--- src/rtl/i2s_port_pkg.sv ---
package i2s_port_pkg;

  // Placement of the first data bit relative to the word-select change.
  typedef enum logic {
    JUST_DELAYED = 1'b0,
    JUST_AT_EDGE = 1'b1
  } just_e;

endpackage

--- src/rtl/i2s_frame_timer.sv ---
module i2s_frame_timer
  import i2s_port_pkg::*;
#(
  parameter int HALF_MIN = 8,
  parameter int HALF_MAX = 32,
  parameter int WORD_MIN = 4,
  parameter int WORD_MAX = 16,
  localparam int HW = $clog2(HALF_MAX + 1),
  localparam int WW = $clog2(WORD_MAX + 1),
  localparam int IW = $clog2(WORD_MAX),
  localparam int CW = (HW > WW) ? HW : WW
) (
  input  logic          clk,
  input  logic          rst_n,
  input  logic          en,
  input  logic [HW-1:0] cfg_half,
  input  logic [WW-1:0] cfg_word,
  input  logic          cfg_just,
  output logic          sck,
  output logic          ws,
  output logic [HW-1:0] slot_cnt,
  output logic          just_cur,
  output logic          slot_edge,
  output logic          half_start,
  output logic          frame_start,
  output logic          first_slot,
  output logic          ws_next,
  output logic          bit_valid,
  output logic [IW-1:0] bit_idx,
  output logic          rx_take
);

  logic          run_q, run_n, sck_q, sck_n, ws_q, ws_n, first_q, first_n;
  logic [HW-1:0] cnt_q, cnt_n, hlen_q, hlen_n, half_c, win_c;
  logic [WW-1:0] wlen_q, wlen_n, word_c, word_e;
  logic          just_q, just_n, hs, fs;

  // Slot c lies inside the data window of a word of w bits.
  function automatic logic in_win(input logic [HW-1:0] c, input logic j,
                                  input logic [WW-1:0] w);
    logic [CW:0] d;
    if (!j && c == '0) return 1'b0;
    d = (CW+1)'(c) - (CW+1)'(!j);
    return d < (CW+1)'(w);
  endfunction

  // Word bit sent in slot c, MSb first.
  function automatic logic [IW-1:0] msb_idx(input logic [HW-1:0] c, input logic j,
                                            input logic [WW-1:0] w);
    logic [CW:0] d;
    d = (CW+1)'(c) - (CW+1)'(!j);
    return IW'((CW+1)'(w) - d - (CW+1)'(1));
  endfunction

  // Clamp the requested sizes into the legal ranges and the data window.
  always_comb begin
    if (cfg_half < HW'(HALF_MIN))      half_c = HW'(HALF_MIN);
    else if (cfg_half > HW'(HALF_MAX)) half_c = HW'(HALF_MAX);
    else                               half_c = cfg_half;
    win_c = (cfg_just == JUST_AT_EDGE) ? half_c : half_c - HW'(1);
    if (cfg_word < WW'(WORD_MIN))      word_c = WW'(WORD_MIN);
    else if (cfg_word > WW'(WORD_MAX)) word_c = WW'(WORD_MAX);
    else                               word_c = cfg_word;
    if (CW'(word_c) > CW'(win_c)) word_e = WW'(win_c);
    else                          word_e = word_c;
  end

  // Next-state logic: start, rising and falling bit-clock phases.
  always_comb begin
    run_n   = run_q;
    sck_n   = sck_q;
    ws_n    = ws_q;
    first_n = first_q;
    cnt_n   = cnt_q;
    hlen_n  = hlen_q;
    wlen_n  = wlen_q;
    just_n  = just_q;
    hs      = 1'b0;
    fs      = 1'b0;
    if (!en) begin
      run_n   = 1'b0;
      sck_n   = 1'b0;
      ws_n    = 1'b0;
      first_n = 1'b0;
      cnt_n   = '0;
    end else if (!run_q) begin
      run_n   = 1'b1;
      sck_n   = 1'b1;
      first_n = 1'b1;
    end else if (!sck_q) begin
      sck_n = 1'b1;
    end else begin
      sck_n = 1'b0;
      if (first_q) begin
        cnt_n   = '0;
        ws_n    = 1'b0;
        first_n = 1'b0;
        hs      = 1'b1;
        fs      = 1'b1;
      end else if (cnt_q == hlen_q - HW'(1)) begin
        cnt_n = '0;
        ws_n  = ~ws_q;
        hs    = 1'b1;
        fs    = ws_q;
      end else begin
        cnt_n = cnt_q + HW'(1);
      end
    end
    if (fs) begin
      hlen_n = half_c;
      wlen_n = word_e;
      just_n = cfg_just;
    end
  end

  always_ff @(posedge clk or negedge rst_n) begin
    if (!rst_n) begin
      run_q   <= 1'b0;
      sck_q   <= 1'b0;
      ws_q    <= 1'b0;
      first_q <= 1'b0;
      cnt_q   <= '0;
      hlen_q  <= HW'(HALF_MIN);
      wlen_q  <= WW'(WORD_MIN);
      just_q  <= 1'b0;
    end else begin
      run_q   <= run_n;
      sck_q   <= sck_n;
      ws_q    <= ws_n;
      first_q <= first_n;
      cnt_q   <= cnt_n;
      hlen_q  <= hlen_n;
      wlen_q  <= wlen_n;
      just_q  <= just_n;
    end
  end

  assign sck         = sck_q;
  assign ws          = ws_q;
  assign slot_cnt    = cnt_q;
  assign just_cur    = just_q;
  assign slot_edge   = en & run_q & sck_q;
  assign half_start  = hs;
  assign frame_start = fs;
  assign first_slot  = first_q;
  assign ws_next     = ws_n;
  assign bit_valid   = in_win(cnt_n, just_n, wlen_n);
  assign bit_idx     = msb_idx(cnt_n, just_n, wlen_n);
  assign rx_take     = en & run_q & ~sck_q & in_win(cnt_q, just_q, wlen_q);

  assert_sck_toggle_R1: assert property (@(posedge clk) disable iff (!rst_n)
    (run_q && $past(run_q)) |-> (sck_q != $past(sck_q)));

  assert_cnt_range_R2: assert property (@(posedge clk) disable iff (!rst_n)
    run_q |-> (cnt_q < hlen_q));

  assert_ws_at_wrap_R2: assert property (@(posedge clk) disable iff (!rst_n)
    (run_q && $past(run_q) && (ws_q != $past(ws_q))) |-> (cnt_q == '0));

  assert_cfg_frozen_R9: assert property (@(posedge clk) disable iff (!rst_n)
    (cnt_q != '0 || ws_q) |-> ($stable(hlen_q) && $stable(wlen_q) && $stable(just_q)));

  assert_word_in_window_R10: assert property (@(posedge clk) disable iff (!rst_n)
    (CW'(wlen_q) + CW'(!just_q)) <= CW'(hlen_q));

endmodule

--- src/rtl/i2s_tx_path.sv ---
module i2s_tx_path #(
  parameter int WORD_MAX = 16,
  localparam int IW = $clog2(WORD_MAX)
) (
  input  logic                clk,
  input  logic                rst_n,
  input  logic                en,
  input  logic                slot_edge,
  input  logic                half_start,
  input  logic                frame_start,
  input  logic                ws_next,
  input  logic                bit_valid,
  input  logic [IW-1:0]       bit_idx,
  input  logic [WORD_MAX-1:0] tx_left,
  input  logic [WORD_MAX-1:0] tx_right,
  output logic                sdo,
  output logic                sdo_oe
);

  logic [WORD_MAX-1:0] word_q, word_n, hold_q, hold_n;
  logic                sdo_q, sdo_n, oe_q, oe_n;

  always_comb begin
    word_n = word_q;
    hold_n = hold_q;
    sdo_n  = sdo_q;
    oe_n   = oe_q;
    if (!en) begin
      sdo_n = 1'b0;
      oe_n  = 1'b0;
    end else if (slot_edge) begin
      if (frame_start) begin
        word_n = tx_left;
        hold_n = tx_right;
      end else if (half_start && ws_next) begin
        word_n = hold_q;
      end
      oe_n  = bit_valid;
      sdo_n = bit_valid & word_n[bit_idx];
    end
  end

  always_ff @(posedge clk or negedge rst_n) begin
    if (!rst_n) begin
      word_q <= '0;
      hold_q <= '0;
      sdo_q  <= 1'b0;
      oe_q   <= 1'b0;
    end else begin
      word_q <= word_n;
      hold_q <= hold_n;
      sdo_q  <= sdo_n;
      oe_q   <= oe_n;
    end
  end

  assign sdo    = sdo_q;
  assign sdo_oe = oe_q;

  assert_quiet_line_R5: assert property (@(posedge clk) disable iff (!rst_n)
    !oe_q |-> !sdo_q);

  assert_oe_on_slot_R5: assert property (@(posedge clk) disable iff (!rst_n)
    ($past(en) && en && !$stable(oe_q)) |-> $past(slot_edge));

endmodule

--- src/rtl/i2s_rx_path.sv ---
module i2s_rx_path #(
  parameter int WORD_MAX = 16
) (
  input  logic                clk,
  input  logic                rst_n,
  input  logic                en,
  input  logic                take,
  input  logic                sdi,
  input  logic                slot_edge,
  input  logic                half_start,
  input  logic                first_slot,
  input  logic                ws_cur,
  output logic [WORD_MAX-1:0] rx_left,
  output logic [WORD_MAX-1:0] rx_right,
  output logic                irq
);

  logic [WORD_MAX-1:0] sh_q, sh_n, lh_q, lh_n, rl_q, rl_n, rr_q, rr_n;
  logic                irq_q, irq_n;

  always_comb begin
    sh_n  = sh_q;
    lh_n  = lh_q;
    rl_n  = rl_q;
    rr_n  = rr_q;
    irq_n = 1'b0;
    if (!en) begin
      sh_n = '0;
    end else begin
      if (take) sh_n = {sh_q[WORD_MAX-2:0], sdi};
      if (slot_edge && half_start) begin
        sh_n = '0;
        if (!first_slot) begin
          if (!ws_cur) begin
            lh_n = sh_q;
          end else begin
            rl_n  = lh_q;
            rr_n  = sh_q;
            irq_n = 1'b1;
          end
        end
      end
    end
  end

  always_ff @(posedge clk or negedge rst_n) begin
    if (!rst_n) begin
      sh_q  <= '0;
      lh_q  <= '0;
      rl_q  <= '0;
      rr_q  <= '0;
      irq_q <= 1'b0;
    end else begin
      sh_q  <= sh_n;
      lh_q  <= lh_n;
      rl_q  <= rl_n;
      rr_q  <= rr_n;
      irq_q <= irq_n;
    end
  end

  assign rx_left  = rl_q;
  assign rx_right = rr_q;
  assign irq      = irq_q;

  assert_irq_single_R7: assert property (@(posedge clk) disable iff (!rst_n)
    irq_q |=> !irq_q);

  assert_irq_cause_R7: assert property (@(posedge clk) disable iff (!rst_n)
    irq_q |-> $past(slot_edge && half_start && ws_cur && !first_slot));

  assert_rx_hold_R7: assert property (@(posedge clk) disable iff (!rst_n)
    !irq_q |-> ($stable(rl_q) && $stable(rr_q)));

endmodule

--- src/rtl/i2s_master_port.sv ---
module i2s_master_port #(
  parameter int HALF_MIN = 8,
  parameter int HALF_MAX = 32,
  parameter int WORD_MIN = 4,
  parameter int WORD_MAX = 16,
  localparam int HW = $clog2(HALF_MAX + 1),
  localparam int WW = $clog2(WORD_MAX + 1),
  localparam int IW = $clog2(WORD_MAX)
) (
  input  logic                clk,
  input  logic                rst_n,
  input  logic                en,
  input  logic [HW-1:0]       cfg_half_len,
  input  logic [WW-1:0]       cfg_word_len,
  input  logic                cfg_msb_align,
  input  logic [WORD_MAX-1:0] tx_left,
  input  logic [WORD_MAX-1:0] tx_right,
  output logic                sck,
  output logic                ws,
  output logic                sdo,
  output logic                sdo_oe,
  input  logic                sdi,
  output logic [WORD_MAX-1:0] rx_left,
  output logic [WORD_MAX-1:0] rx_right,
  output logic                frame_irq
);

  logic [HW-1:0] slot_cnt;
  logic [IW-1:0] bit_idx;
  logic just_cur, slot_edge, half_start, frame_start, first_slot, ws_next;
  logic bit_valid, rx_take;

  i2s_frame_timer #(
    .HALF_MIN(HALF_MIN), .HALF_MAX(HALF_MAX),
    .WORD_MIN(WORD_MIN), .WORD_MAX(WORD_MAX)
  ) u_timer (
    .clk(clk), .rst_n(rst_n), .en(en),
    .cfg_half(cfg_half_len), .cfg_word(cfg_word_len), .cfg_just(cfg_msb_align),
    .sck(sck), .ws(ws), .slot_cnt(slot_cnt), .just_cur(just_cur),
    .slot_edge(slot_edge), .half_start(half_start), .frame_start(frame_start),
    .first_slot(first_slot), .ws_next(ws_next),
    .bit_valid(bit_valid), .bit_idx(bit_idx), .rx_take(rx_take)
  );

  i2s_tx_path #(.WORD_MAX(WORD_MAX)) u_tx (
    .clk(clk), .rst_n(rst_n), .en(en),
    .slot_edge(slot_edge), .half_start(half_start), .frame_start(frame_start),
    .ws_next(ws_next), .bit_valid(bit_valid), .bit_idx(bit_idx),
    .tx_left(tx_left), .tx_right(tx_right),
    .sdo(sdo), .sdo_oe(sdo_oe)
  );

  i2s_rx_path #(.WORD_MAX(WORD_MAX)) u_rx (
    .clk(clk), .rst_n(rst_n), .en(en),
    .take(rx_take), .sdi(sdi),
    .slot_edge(slot_edge), .half_start(half_start), .first_slot(first_slot),
    .ws_cur(ws),
    .rx_left(rx_left), .rx_right(rx_right), .irq(frame_irq)
  );

  assert_delayed_start_R3: assert property (@(posedge clk) disable iff (!rst_n)
    ($rose(sdo_oe) && !just_cur) |-> (slot_cnt == HW'(1)));

  assert_edge_start_R4: assert property (@(posedge clk) disable iff (!rst_n)
    ($rose(sdo_oe) && just_cur) |-> (slot_cnt == '0));

  assert_idle_lines_R11: assert property (@(posedge clk) disable iff (!rst_n)
    !$past(en) |-> (!sck && !ws && !sdo_oe && !frame_irq));

endmodule

--- config.mk ---
export PLATFORM = sky130hd
export DESIGN_NAME = i2s_master_port
export DESIGN_NICKNAME = d
export VERILOG_FILES = /design/src/rtl/i2s_port_pkg.sv /design/src/rtl/i2s_frame_timer.sv /design/src/rtl/i2s_tx_path.sv /design/src/rtl/i2s_rx_path.sv /design/src/rtl/i2s_master_port.sv
export SDC_FILE = /design/constraint.sdc
export NUM_CORES = 1
export LEC_CHECK = 0
export BUFFER_PORTS_ARGS = -buffer_cell sky130_fd_sc_hd__buf_2
export CAP_MARGIN = 15
export CORE_MARGIN = 10
export CORE_UTILIZATION = 60
export CTS_CLUSTER_SIZE = 20
export DETAILED_ROUTE_END_ITERATION = 12
export GPL_TIMING_DRIVEN = 0
export PLACE_DENSITY = 0.89
export SLEW_MARGIN = 30
export SYNTH_ARGS = -nofsm -noshare
export SYNTH_HDL_FRONTEND = slang
export SYNTH_SLANG_ARGS = --single-unit
--- constraint.sdc ---
create_clock -name clk -period 8.1 [get_ports clk]
set_input_delay 0.81 -clock clk [delete_from_list [all_inputs] [get_ports clk]]
set_output_delay 0.81 -clock clk [all_outputs]
set_load 0.01 [all_outputs]
==> results of run 1 <==
[routing by layer]
metal  share of wire [%]  global-route usage [%]
met1                  39                   27.19
met5                   0                       0
met3                 7.6                   5.249
met4                 2.9                   8.921
met2                  50                   40.53
[metrics by stage]
| stage | hold WS (ps) | instances | setup slack [ps] | area, um2 | power [mW] |
|---|---|---|---|---|---|
| finish | 225.8 | 950 | 1453 | 7672 | 1.875 |
| global route | 259.8 | 950 | 1101 | 7672 | 1.955 |
| CTS | 234.8 | 950 | 1543 | 7672 | 1.868 |
| detailed placement | 458.0 | 918 | 1697 | 7107 | 1.140 |
| global placement | 450.3 | 917 | 1845 | 7069 | 1.113 |
| floorplan | 434.8 | 698 | 2748 | 6484 | 1.016 |
[cells in the mapped netlist, drive strengths merged (5+ instances only)]
cell type | number | share of area, %
inv | 32 | 1.9
ha | 25 | 4.8
clkbuf | 23 | 1.9
a21oi | 30 | 2.3
nand3 | 17 | 1.5
xor2 | 9 | 1.2
and2 | 5 | 0.54
a211oi | 5 | 0.58
o21ai | 21 | 1.7
mux2i | 32 | 4.9
xnor2 | 9 | 1.2
buf | 12 | 1.4
nand2 | 199 | 12
mux2 | 19 | 3.3
o21a | 9 | 1.0
dfrtp | 119 | 46
nor2 | 47 | 2.8
nor2b | 10 | 0.96
a31oi | 11 | 1.1
[worst paths after layout]
check	slack, ps	cells after the start	to	start
worst max-delay path	1450	21	u_tx.sdo	u_timer.hlen_q[1]
worst min-delay path	230	1	u_rx.rx_right[1]	rst_n
worst max register to register	1450	21	u_tx.sdo	u_timer.hlen_q[1]
worst min register to register	480	2	u_rx.rx_right[13]	u_rx.rx_right[13]
max in group asynchronous	7210	2	u_tx.word_q[12]	rst_n
min in group clk	470	3	u_tx.hold_q[6]	tx_right[6]
[logic make-up (layout without fill, tap and decap cells)]
logic type | count (synthesis) | count (layout) | share of synthesized area, %
AOI/OAI and AO/OA | 109 | 109 | 11.54
xor gates and xnor gates | 18 | 18 | 2.432
adders and majority gates | 26 | 26 | 5.133
buffers and inverters | 67 | 183 | 5.153
DFF | 121 | 121 | 46.74
muxes | 52 | 52 | 8.588
and+or+nand+nor | 305 | 305 | 20.42
[state kept, by name, summed over array words and instances (netlist names), 5 cells and up]
signal / cells
u_rx.lh_q: 16
u_rx.rx_left: 16
u_rx.rx_right: 16
u_rx.sh_q: 16
u_timer.hlen_q: 6
u_timer.slot_cnt: 6
u_timer.wlen_q: 5
u_tx.hold_q: 16
u_tx.word_q: 16
[critical path, delay by kind of cell (launching register included)]
family / cells / cell delay (ps)
AOI/OAI and AO/OA: 7 / 2070
and+or+nand+nor: 5 / 1430
buffers and inverters: 5 / 1160
adders and majority gates: 3 / 880
xor gates and xnor gates: 1 / 560
DFF: 1 / 410
[power groups by stage]
| stage | Combinational, mW | Sequential [mW] | Clock [mW] |
|---|---|---|---|
| 4_1_cts | 0.445 | 0.697 | 0.726 |
| 6_report | 0.454 | 0.699 | 0.722 |
| 5_1_grt | 0.498 | 0.705 | 0.752 |
| 2_1_floorplan | 0.322 | 0.694 | 0 |
| 3_3_place_gp | 0.409 | 0.704 | 0 |
| 3_5_place_dp | 0.433 | 0.708 | 0 |
[cell type report]
class	instances	area, um2
clock buffer	17	414.1
buffer	35	214.0
inverter	32	120.1
fill	706	2744
multi-input combinational	510	3119
clock inverter	15	151.4
tap	136	170.2
timing repair buffer	84	452.9
sequential	121	3030
==> summary.txt, run 1 <==
GRT
  • GRT Util Overall: 23.18%
  • Largest net degree at the start of global routing: 66
  • Total gr overflow: 0
  • First-pass GRT wire length: 28,480 um
  • Vias in the first global route: 5,758
  • Initial antenna violation count: 0

Final layout
  • Most frequent cells in the layout: 198 x nand2_1, 119 x dfrtp_1, 88 x buf_2
  • Layout cells sized above 1: 20.76%
  • Ant. Diodes: 0
  • Final net count: 875
  • Commonest non-fill, non-tap cell in the layout: nand2_1
  • Core Util, Final: 73.66%
  • Area Overhead vs Synth: 18.33%

STA
  • Minimum clock period: 6647 ps
  • Max frequency: 0.1504 GHz
  • RSZ-0062 raised after global routing: false
  • Slew Viols, Final: 0
  • Hold Vio Cnt, Final: 0
  • Final setup vio count: 0
  • Slew @ Worst Pin: 744.2 ps
  • Sum Neg Setup Slack: 0 ps
  • Crit share post-route: 82.06%
  • Relative slew slack: 50.39%
  • Setup Skew: 11.66 ps

Power
  • Static leakage: 4.144 nW
  • Combinational power share: 24.2%
  • Power per cell area: 244.4 mW/mm2
  • Switch share: 33.84%
  • Clock power share: 38.5%
  • Net Sw Power: 0.6347 mW
  • Internal power: 1.241 mW
  • Peak VDD IR: 221.8 uV
  • Sequential power share: 37.3%

Placement
  • Post-DP HPWL: 12,210 um
  • RD Place Congestion: 0.9614
  • PortBufs: 83

Setup path
  • Crit Path Max Fanout: 10
  • Worst path cell trace: or3_4 -> or4_1 -> and4_1 -> buf_6 -> buf_12 -> and2_2 -> ha_1 -> o21ai_1 -> clkbuf_1 -> clkbuf_1 -> nand2_1 -> o21ai_0 -> ha_1 -> inv_1 -> fa_1 -> xor2_1 -> o21ai_0 -> a311oi_2 -> o21bai_1 -> a2111oi_1 -> a221oi_2
  • WP data arrival: 7040 ps
  • Startpoint Class: flop
  • Critical path type: reg -> reg
  • Worst EP required: 8490 ps
  • Setup crit end kind: flop
  • Crit path largest cell delay: 560 ps
  • Slowest cell on the critical path: xor2_1

CTS
  • Clock Path Buffers: 2
  • Root Buffer Master: clkbuf_8
  • Clock-pin slew on the worst setup and hold paths: 70 ps
  • Postcts setup bufs: 0
  • Clk Latency, worst-skew pair: 530 ps
  • CTS tree: yes
  • Number of CTS-inserted buffers: 17
  • CTS hold repair buffers: 0
  • H-tree level count: 4
  • Post_cts resized: 0
  • TritonCTS sink count: 121

Drt
  • # DRC: 0
  • First DRT Iteration DRCs: 672
  • Drt pass-1 iters: 5
  • Detailed-route wire length per cell: 18.34 um
  • Antenna violation net count after detailed routing: 0
  • Routed wire length: 17,420 um
  • Total number of vias: 5,621
  • Vias per std cell: 5.917

Die
  • # rows: 37
  • Chip width: 124.0 um
  • Die H: 124.0 um
  • Initial Util: 62.25%
  • Core area: 0.01042 mm2
  • Die ar.: 0.01536 mm2
  • I/O pins: 85

Yosys
  • Main flop type after synthesis: dfrtp_1
  • Yosys warns: 0
  • Syn Inst Count: 698
  • Number of synthesized register bits: 121
  • Synth unique cells: 70
  • Syn avg cell area: 9.289 um2
  • Asr flop ratio synth: 100.0%
  • EDFF count, synth: 0
  • Post-synthesis sequential area ratio: 46.74%
  • Post-synthesis cell area: 0.006484 mm2
  • Synthesized net count: 772

Hold path
  • Worst hold path type: in -> async

Flow run
  • Max Cap Viol: 0

Outcome
  • Status: completed
No activity file was read; power rests on OpenSTA's default activity.
==> inputs of run 2 (changes only) <==
--- a/config.mk
+++ b/config.mk
@@ -8,11 +8,11 @@
 export BUFFER_PORTS_ARGS = -buffer_cell sky130_fd_sc_hd__buf_2
 export CAP_MARGIN = 15
 export CORE_MARGIN = 10
-export CORE_UTILIZATION = 60
+export CORE_UTILIZATION = 58
 export CTS_CLUSTER_SIZE = 20
 export DETAILED_ROUTE_END_ITERATION = 12
 export GPL_TIMING_DRIVEN = 0
-export PLACE_DENSITY = 0.89
+export PLACE_DENSITY = 0.87
 export SLEW_MARGIN = 30
 export SYNTH_ARGS = -nofsm -noshare
 export SYNTH_HDL_FRONTEND = slang
==> constraint.sdc (replaced) <==
create_clock -name clk -period 6.8 [get_ports clk]
set_input_delay 0.68 -clock clk [delete_from_list [all_inputs] [get_ports clk]]
set_output_delay 0.68 -clock clk [all_outputs]
set_load 0.01 [all_outputs]
==> run 2 against run 1 <==
Against the previous run:
- count of clock-buffer cells in the layout up 3
- first-iteration DRC count down 29%
- utilization fell by 3.6 points
- power increased by 15%
- flip-flop and latch count unchanged
- setup slack lost 990 ps
- maximum frequency up 4.9%
- worst hold slack got worse by 210 ps
- die area rose by 2.9%
- sequential share of layout area up 0.21 points
- combinational power up 21%
- critical endpoint unchanged
==> summary.txt, run 2 (same netlist as run 1, synthesis figures left out) <==
Drt
  • Vias per std cell: 5.812
  • Routed wire length: 16,550 um
  • Antenna violation net count after detailed routing: 0
  • First DRT Iteration DRCs: 480
  • Total number of vias: 5,527
  • Drt pass-1 iters: 5
  • # DRC: 0
  • Detailed-route wire length per cell: 17.40 um

Final layout
  • Ant. Diodes: 0
  • Post-route cell area: 0.007631 mm2
  • Final net count: 875
  • Fillers: 813
  • Commonest non-fill, non-tap cell in the layout: nand2_1
  • Final Non-Filler Cells: 951
  • Area Overhead vs Synth: 17.70%
  • Multi-input gate area: 0.003139 mm2
  • Core Util, Final: 70.09%
  • Most frequent cells in the layout: 198 x nand2_1, 119 x dfrtp_1, 88 x buf_2
  • Layout cells sized above 1: 20.72%
  • Register area: 0.003030 mm2

CTS
  • CTS hold repair buffers: 0
  • CTS tree: yes
  • TritonCTS sink count: 121
  • H-tree level count: 4
  • Clk Latency, worst-skew pair: 520 ps
  • Clock Path Buffers: 2
  • Clock-pin slew on the worst setup and hold paths: 60 ps
  • Number of CTS-inserted buffers: 17
  • Root Buffer Master: clkbuf_8

STA
  • Relative slew slack: 54.45%
  • Final setup vio count: 0
  • Minimum clock period: 6334 ps
  • Sum Neg Setup Slack: 0 ps
  • Slew Viols, Final: 0
  • RSZ-0062 raised after global routing: false
  • Slew @ Worst Pin: 683.2 ps
  • Setup Skew: 9.270 ps
  • Crit share post-route: 93.15%
  • Max frequency: 0.1579 GHz
  • Hold Vio Cnt, Final: 0
  • WHS: 15.68 ps
  • Setup ws final: 465.6 ps

Die
  • Die H: 125.7 um
  • Die ar.: 0.01581 mm2
  • Chip width: 125.7 um
  • Core area: 0.01089 mm2
  • # rows: 38
  • I/O pins: 85
  • Initial Util: 59.55%

Setup path
  • Slowest cell on the critical path: or4_1
  • Crit Path Max Fanout: 10
  • Critical path's top delay family: compound AO/OA/AOI/OAI gates
  • WP data arrival: 6720 ps
  • Startpoint Class: flop
  • Crit path largest cell delay: 480 ps
  • FF-to-FF Start: u_timer.hlen_q[0]
  • Worst path cell trace: or3_4 -> or4_1 -> and4_1 -> buf_6 -> buf_12 -> and2_2 -> ha_1 -> o21ai_1 -> clkbuf_1 -> clkbuf_1 -> nand2_1 -> o21ai_0 -> ha_1 -> inv_1 -> fa_1 -> xor2_2 -> o21ai_0 -> a311oi_2 -> o21bai_1 -> a2111oi_2 -> a221oi_2
  • Number of buffers and inverters on the critical path: 5
  • Setup crit end kind: flop
  • Setup crit start: u_timer.hlen_q[0]
  • Worst EP required: 7180 ps
  • Critical path type: reg -> reg

Placement
  • PortBufs: 83
  • Placement Setup Slack: 422.4 ps
  • Post-DP HPWL: 11,960 um
  • RD Place Congestion: 0.9450
  • Placed cell count: 922
  • Post-DP Area: 0.007112 mm2

Power
  • Overall power: 2.147 mW
  • Peak VDD IR: 195.1 uV
  • Power per cell area: 281.4 mW/mm2
  • Static leakage: 4.127 nW

GRT
  • Largest net degree at the start of global routing: 90
  • GRT Util Overall: 20.77%
  • First-pass GRT wire length: 27,700 um
  • Initial antenna violation count: 0
  • Vias in the first global route: 5,743
  • Total gr overflow: 0

Flow run
  • Max Cap Viol: 0

Outcome
  • Status: completed

Hold path
  • Worst hold path type: in -> async
run 2: cell types whose count changed in the layout (fill, tap and decap cells not counted), sizes merged:
cell,before,now
clkinv,3,7
clkbuf,40,43
inv,42,32
run 2: layout make-up:
cell class	count	area share [%]
flip-flops and latches	121	39.71
multi-input cells	510	41.14
plain buffers	35	2.804
inverters	32	1.574
well taps	140	2.295
clock buffers	20	5.837
repair buffers	84	5.935
clock inverters	9	0.7050
run 2: path summary, 6_finish.rpt:
check	endpoint	slack, ps	cells after the start
setup reg to reg	u_tx.sdo	470	21
hold reg to reg	u_rx.rx_left[13]	470	2
max in group asynchronous	u_timer.hlen_q[3]	6040	2
hold / removal	u_rx.rx_left[1]	20	1
min in group clk	u_tx.hold_q[12]	350	3
setup / recovery	u_tx.sdo	470	21
run 2: repair_timing:
item / in CTS / in global routing
endpoints found under the setup margin: 0 / 1
resized for setup: 0 / 3
setup buffers: 0 / 0
run 2: report_power, final:
group / internal (mW) / switching (mW)
sequential: 0.788 / 0.0442
combinational: 0.227 / 0.324
clock: 0.456 / 0.309
run 2: worst register-to-register path, cell delays in order (launching register included):
cell	delay [ps]
dfrtp_1	420
or3_4	400
or4_1	480
and4_1	210
buf_6	140
buf_12	140
and2_2	210
ha_1	200
o21ai_1	470
clkbuf_1	490
clkbuf_1	370
nand2_1	90
o21ai_0	180
ha_1	250
inv_1	60
fa_1	470
xor2_2	420
o21ai_0	200
a311oi_2	320
o21bai_1	130
a2111oi_2	480
a221oi_2	70
run 2: routing by layer:
layer / track usage (%) / routed length, um / up-vias / share of wire (%)
met5: 0 / 0 / - / 0
met4: 8.908 / 388 / 0 / 2.3
met3: 5.495 / 1320 / 46 / 8.0
met2: 34.78 / 8154 / 264 / 49
met1: 24.73 / 6689 / 2651 / 40
li1: - / - / 2566 / -
==> inputs of run 3 (changes only) <==
--- a/config.mk
+++ b/config.mk
@@ -8,11 +8,11 @@
 export BUFFER_PORTS_ARGS = -buffer_cell sky130_fd_sc_hd__buf_2
 export CAP_MARGIN = 15
 export CORE_MARGIN = 10
-export CORE_UTILIZATION = 58
+export CORE_UTILIZATION = 53
 export CTS_CLUSTER_SIZE = 20
 export DETAILED_ROUTE_END_ITERATION = 12
 export GPL_TIMING_DRIVEN = 0
-export PLACE_DENSITY = 0.87
+export PLACE_DENSITY = 0.84
 export SLEW_MARGIN = 30
 export SYNTH_ARGS = -nofsm -noshare
 export SYNTH_HDL_FRONTEND = slang
==> constraint.sdc (replaced) <==
create_clock -name clk -period 5.7 [get_ports clk]
set_input_delay 0.57 -clock clk [delete_from_list [all_inputs] [get_ports clk]]
set_output_delay 0.57 -clock clk [all_outputs]
set_load 0.01 [all_outputs]
==> run 3 against run 2 <==
Against the previous run:
- wire length down 7.0%
- clock skew increased by 0.64 ps
- flip-flop and latch count is the same
- critical path type unchanged
- critical endpoint unchanged
- largest power group unchanged
==> summary.txt, run 3 (same netlist as run 1, synthesis figures left out) <==
Outcome
  • Status: completed

GRT
  • Vias in the first global route: 5,269
  • First-pass GRT wire length: 25,130 um
  • Total gr overflow: 0
  • Initial antenna violation count: 0
  • Largest net degree at the start of global routing: 87
  • GRT Util Overall: 18.52%

Placement
  • Post-DP HPWL: 11,070 um
  • PortBufs: 83
  • Placement Setup Slack: -644.2 ps
  • RD Place Congestion: 0.9234

CTS
  • H-tree level count: 4
  • Clock Path Buffers: 2
  • TritonCTS sink count: 121
  • Number of CTS-inserted buffers: 17
  • Root Buffer Master: clkbuf_16
  • Clk Latency, worst-skew pair: 410 ps
  • CTS tree: yes
  • Clock-pin slew on the worst setup and hold paths: 60 ps

Setup path
  • FF-to-FF Start: u_timer.hlen_q[0]
  • Startpoint Class: flop
  • Critical path's top delay family: compound AO/OA/AOI/OAI gates
  • Worst r2r path cells: 21
  • WP data arrival: 5710 ps
  • Setup crit end kind: flop
  • Worst path cell trace: or3_4 -> or4_1 -> and4_1 -> buf_6 -> buf_12 -> and2_2 -> ha_1 -> o21ai_4 -> clkbuf_4 -> clkbuf_2 -> nand2_1 -> o21ai_0 -> ha_1 -> inv_1 -> fa_2 -> xnor2_4 -> o21ai_0 -> a311oi_2 -> o21bai_1 -> a2111oi_2 -> a221oi_2
  • Crit Path Max Fanout: 10
  • Worst EP required: 5970 ps
  • Crit path largest cell delay: 460 ps
  • Number of buffers and inverters on the critical path: 5
  • Critical path type: reg -> reg
  • Setup crit start: u_timer.hlen_q[0]
  • Slowest cell on the critical path: or4_1
  • WP depth: 21

Die
  • Die ar.: 0.01706 mm2
  • # rows: 40
  • Initial Util: 53.98%
  • I/O pins: 85
  • Die H: 130.6 um
  • Core area: 0.01201 mm2
  • Chip width: 130.6 um

Drt
  • Antenna violation net count after detailed routing: 0
  • Routed wire length: 15,390 um
  • Detailed-route wire length per cell: 15.97 um
  • Vias per std cell: 5.498
  • # DRC: 0
  • Drt pass-1 iters: 5
  • Total number of vias: 5,300
  • First DRT Iteration DRCs: 492

Final layout
  • Final net count: 878
  • Ant. Diodes: 0
  • Layout cells sized above 1: 22.28%
  • Area Overhead vs Synth: 19.61%
  • Most frequent cells in the layout: 198 x nand2_1, 119 x dfrtp_1, 88 x buf_2
  • Commonest non-fill, non-tap cell in the layout: nand2_1

STA
  • Hold Vio Cnt, Final: 0
  • Sum Neg Setup Slack: 0 ps
  • Relative slew slack: 52.48%
  • WHS: 12.03 ps
  • Slew @ Worst Pin: 712.7 ps
  • Setup Skew: 9.908 ps
  • Setup ws final: 266.6 ps
  • Crit share post-route: 95.32%
  • Slew Viols, Final: 0
  • Max frequency: 0.1840 GHz
  • Final setup vio count: 0
  • Minimum clock period: 5433 ps

Power
  • Peak VDD IR: 242.2 uV
  • Static leakage: 4.160 nW
  • Power per cell area: 341.1 mW/mm2
  • Overall power: 2.645 mW

Hold path
  • Worst hold path type: in -> async

Flow run
  • Max Cap Viol: 0
[run 3: cell count changes in the layout (fill, tap and decap cells not counted), moves of 2 or more]
cell      before  now
ha_1          25   23
clkbuf_1      20   18
buf_4          1    4
ha_2           0    2
clkinv_4       1    3
inv_6          0    2
clkbuf_8       7    5
clkinv_2       6    4
[run 3: final timing paths]
check | to | slack, ps
min in group clk | u_timer.run_q | 320
max in group asynchronous | u_timer.hlen_q[3] | 4990
setup reg to reg | u_tx.sdo | 270
hold reg to reg | u_rx.rx_left[7] | 460
hold / removal | u_rx.rx_left[0] | 10
setup / recovery | u_tx.sdo | 270
[run 3: report_power, final]
| group | leakage [nW] | internal (mW) | total, mW | switching [mW] |
|---|---|---|---|---|
| Combinational | 2.29 | 0.303 | 0.691 | 0.388 |
| Clock | 0.261 | 0.569 | 0.965 | 0.395 |
| Sequential | 1.61 | 0.940 | 0.989 | 0.0492 |
| Total | 4.16 | 1.81 | 2.64 | 0.833 |
[run 3: per-layer routing]
layer	vias up	wire (um)	track usage, %
met1	2471	6824	23.34
met3	30	1090	5.359
met5	-	0	0
met2	217	7220	29.91
li1	2582	-	-
met4	0	258	6.213
[run 3: through the flow]
stage          area (um2)  std cells  util (%)
2_1_floorplan        6484        698         -
3_5_place_dp         7121        929     59.28
3_3_place_gp         7083        928     58.97
4_1_cts              7694        961     64.05
5_1_grt              7755        964     64.56
6_report             7755        964     64.56
[run 3: cell type report]
cell class / count / area, um2
Tap cell: 147 / 183.9
Multi-Input combinational cell: 510 / 3186
Buffer: 35 / 219.0
Clock buffer: 19 / 442.9
Sequential cell: 121 / 3030
Timing Repair Buffer: 87 / 475.5
Inverter: 32 / 120.1
Fill cell: 974 / 4257
Clock inverter: 13 / 97.59
[run 3: timing repair]
item / CTS / global route
resized for setup: 6 / 10
hold buffers: 0 / 0
pin swaps: 0 / 1
setup buffers: 0 / 3
setup endpoints to repair: 1 / 1
gates cloned: 0 / 0
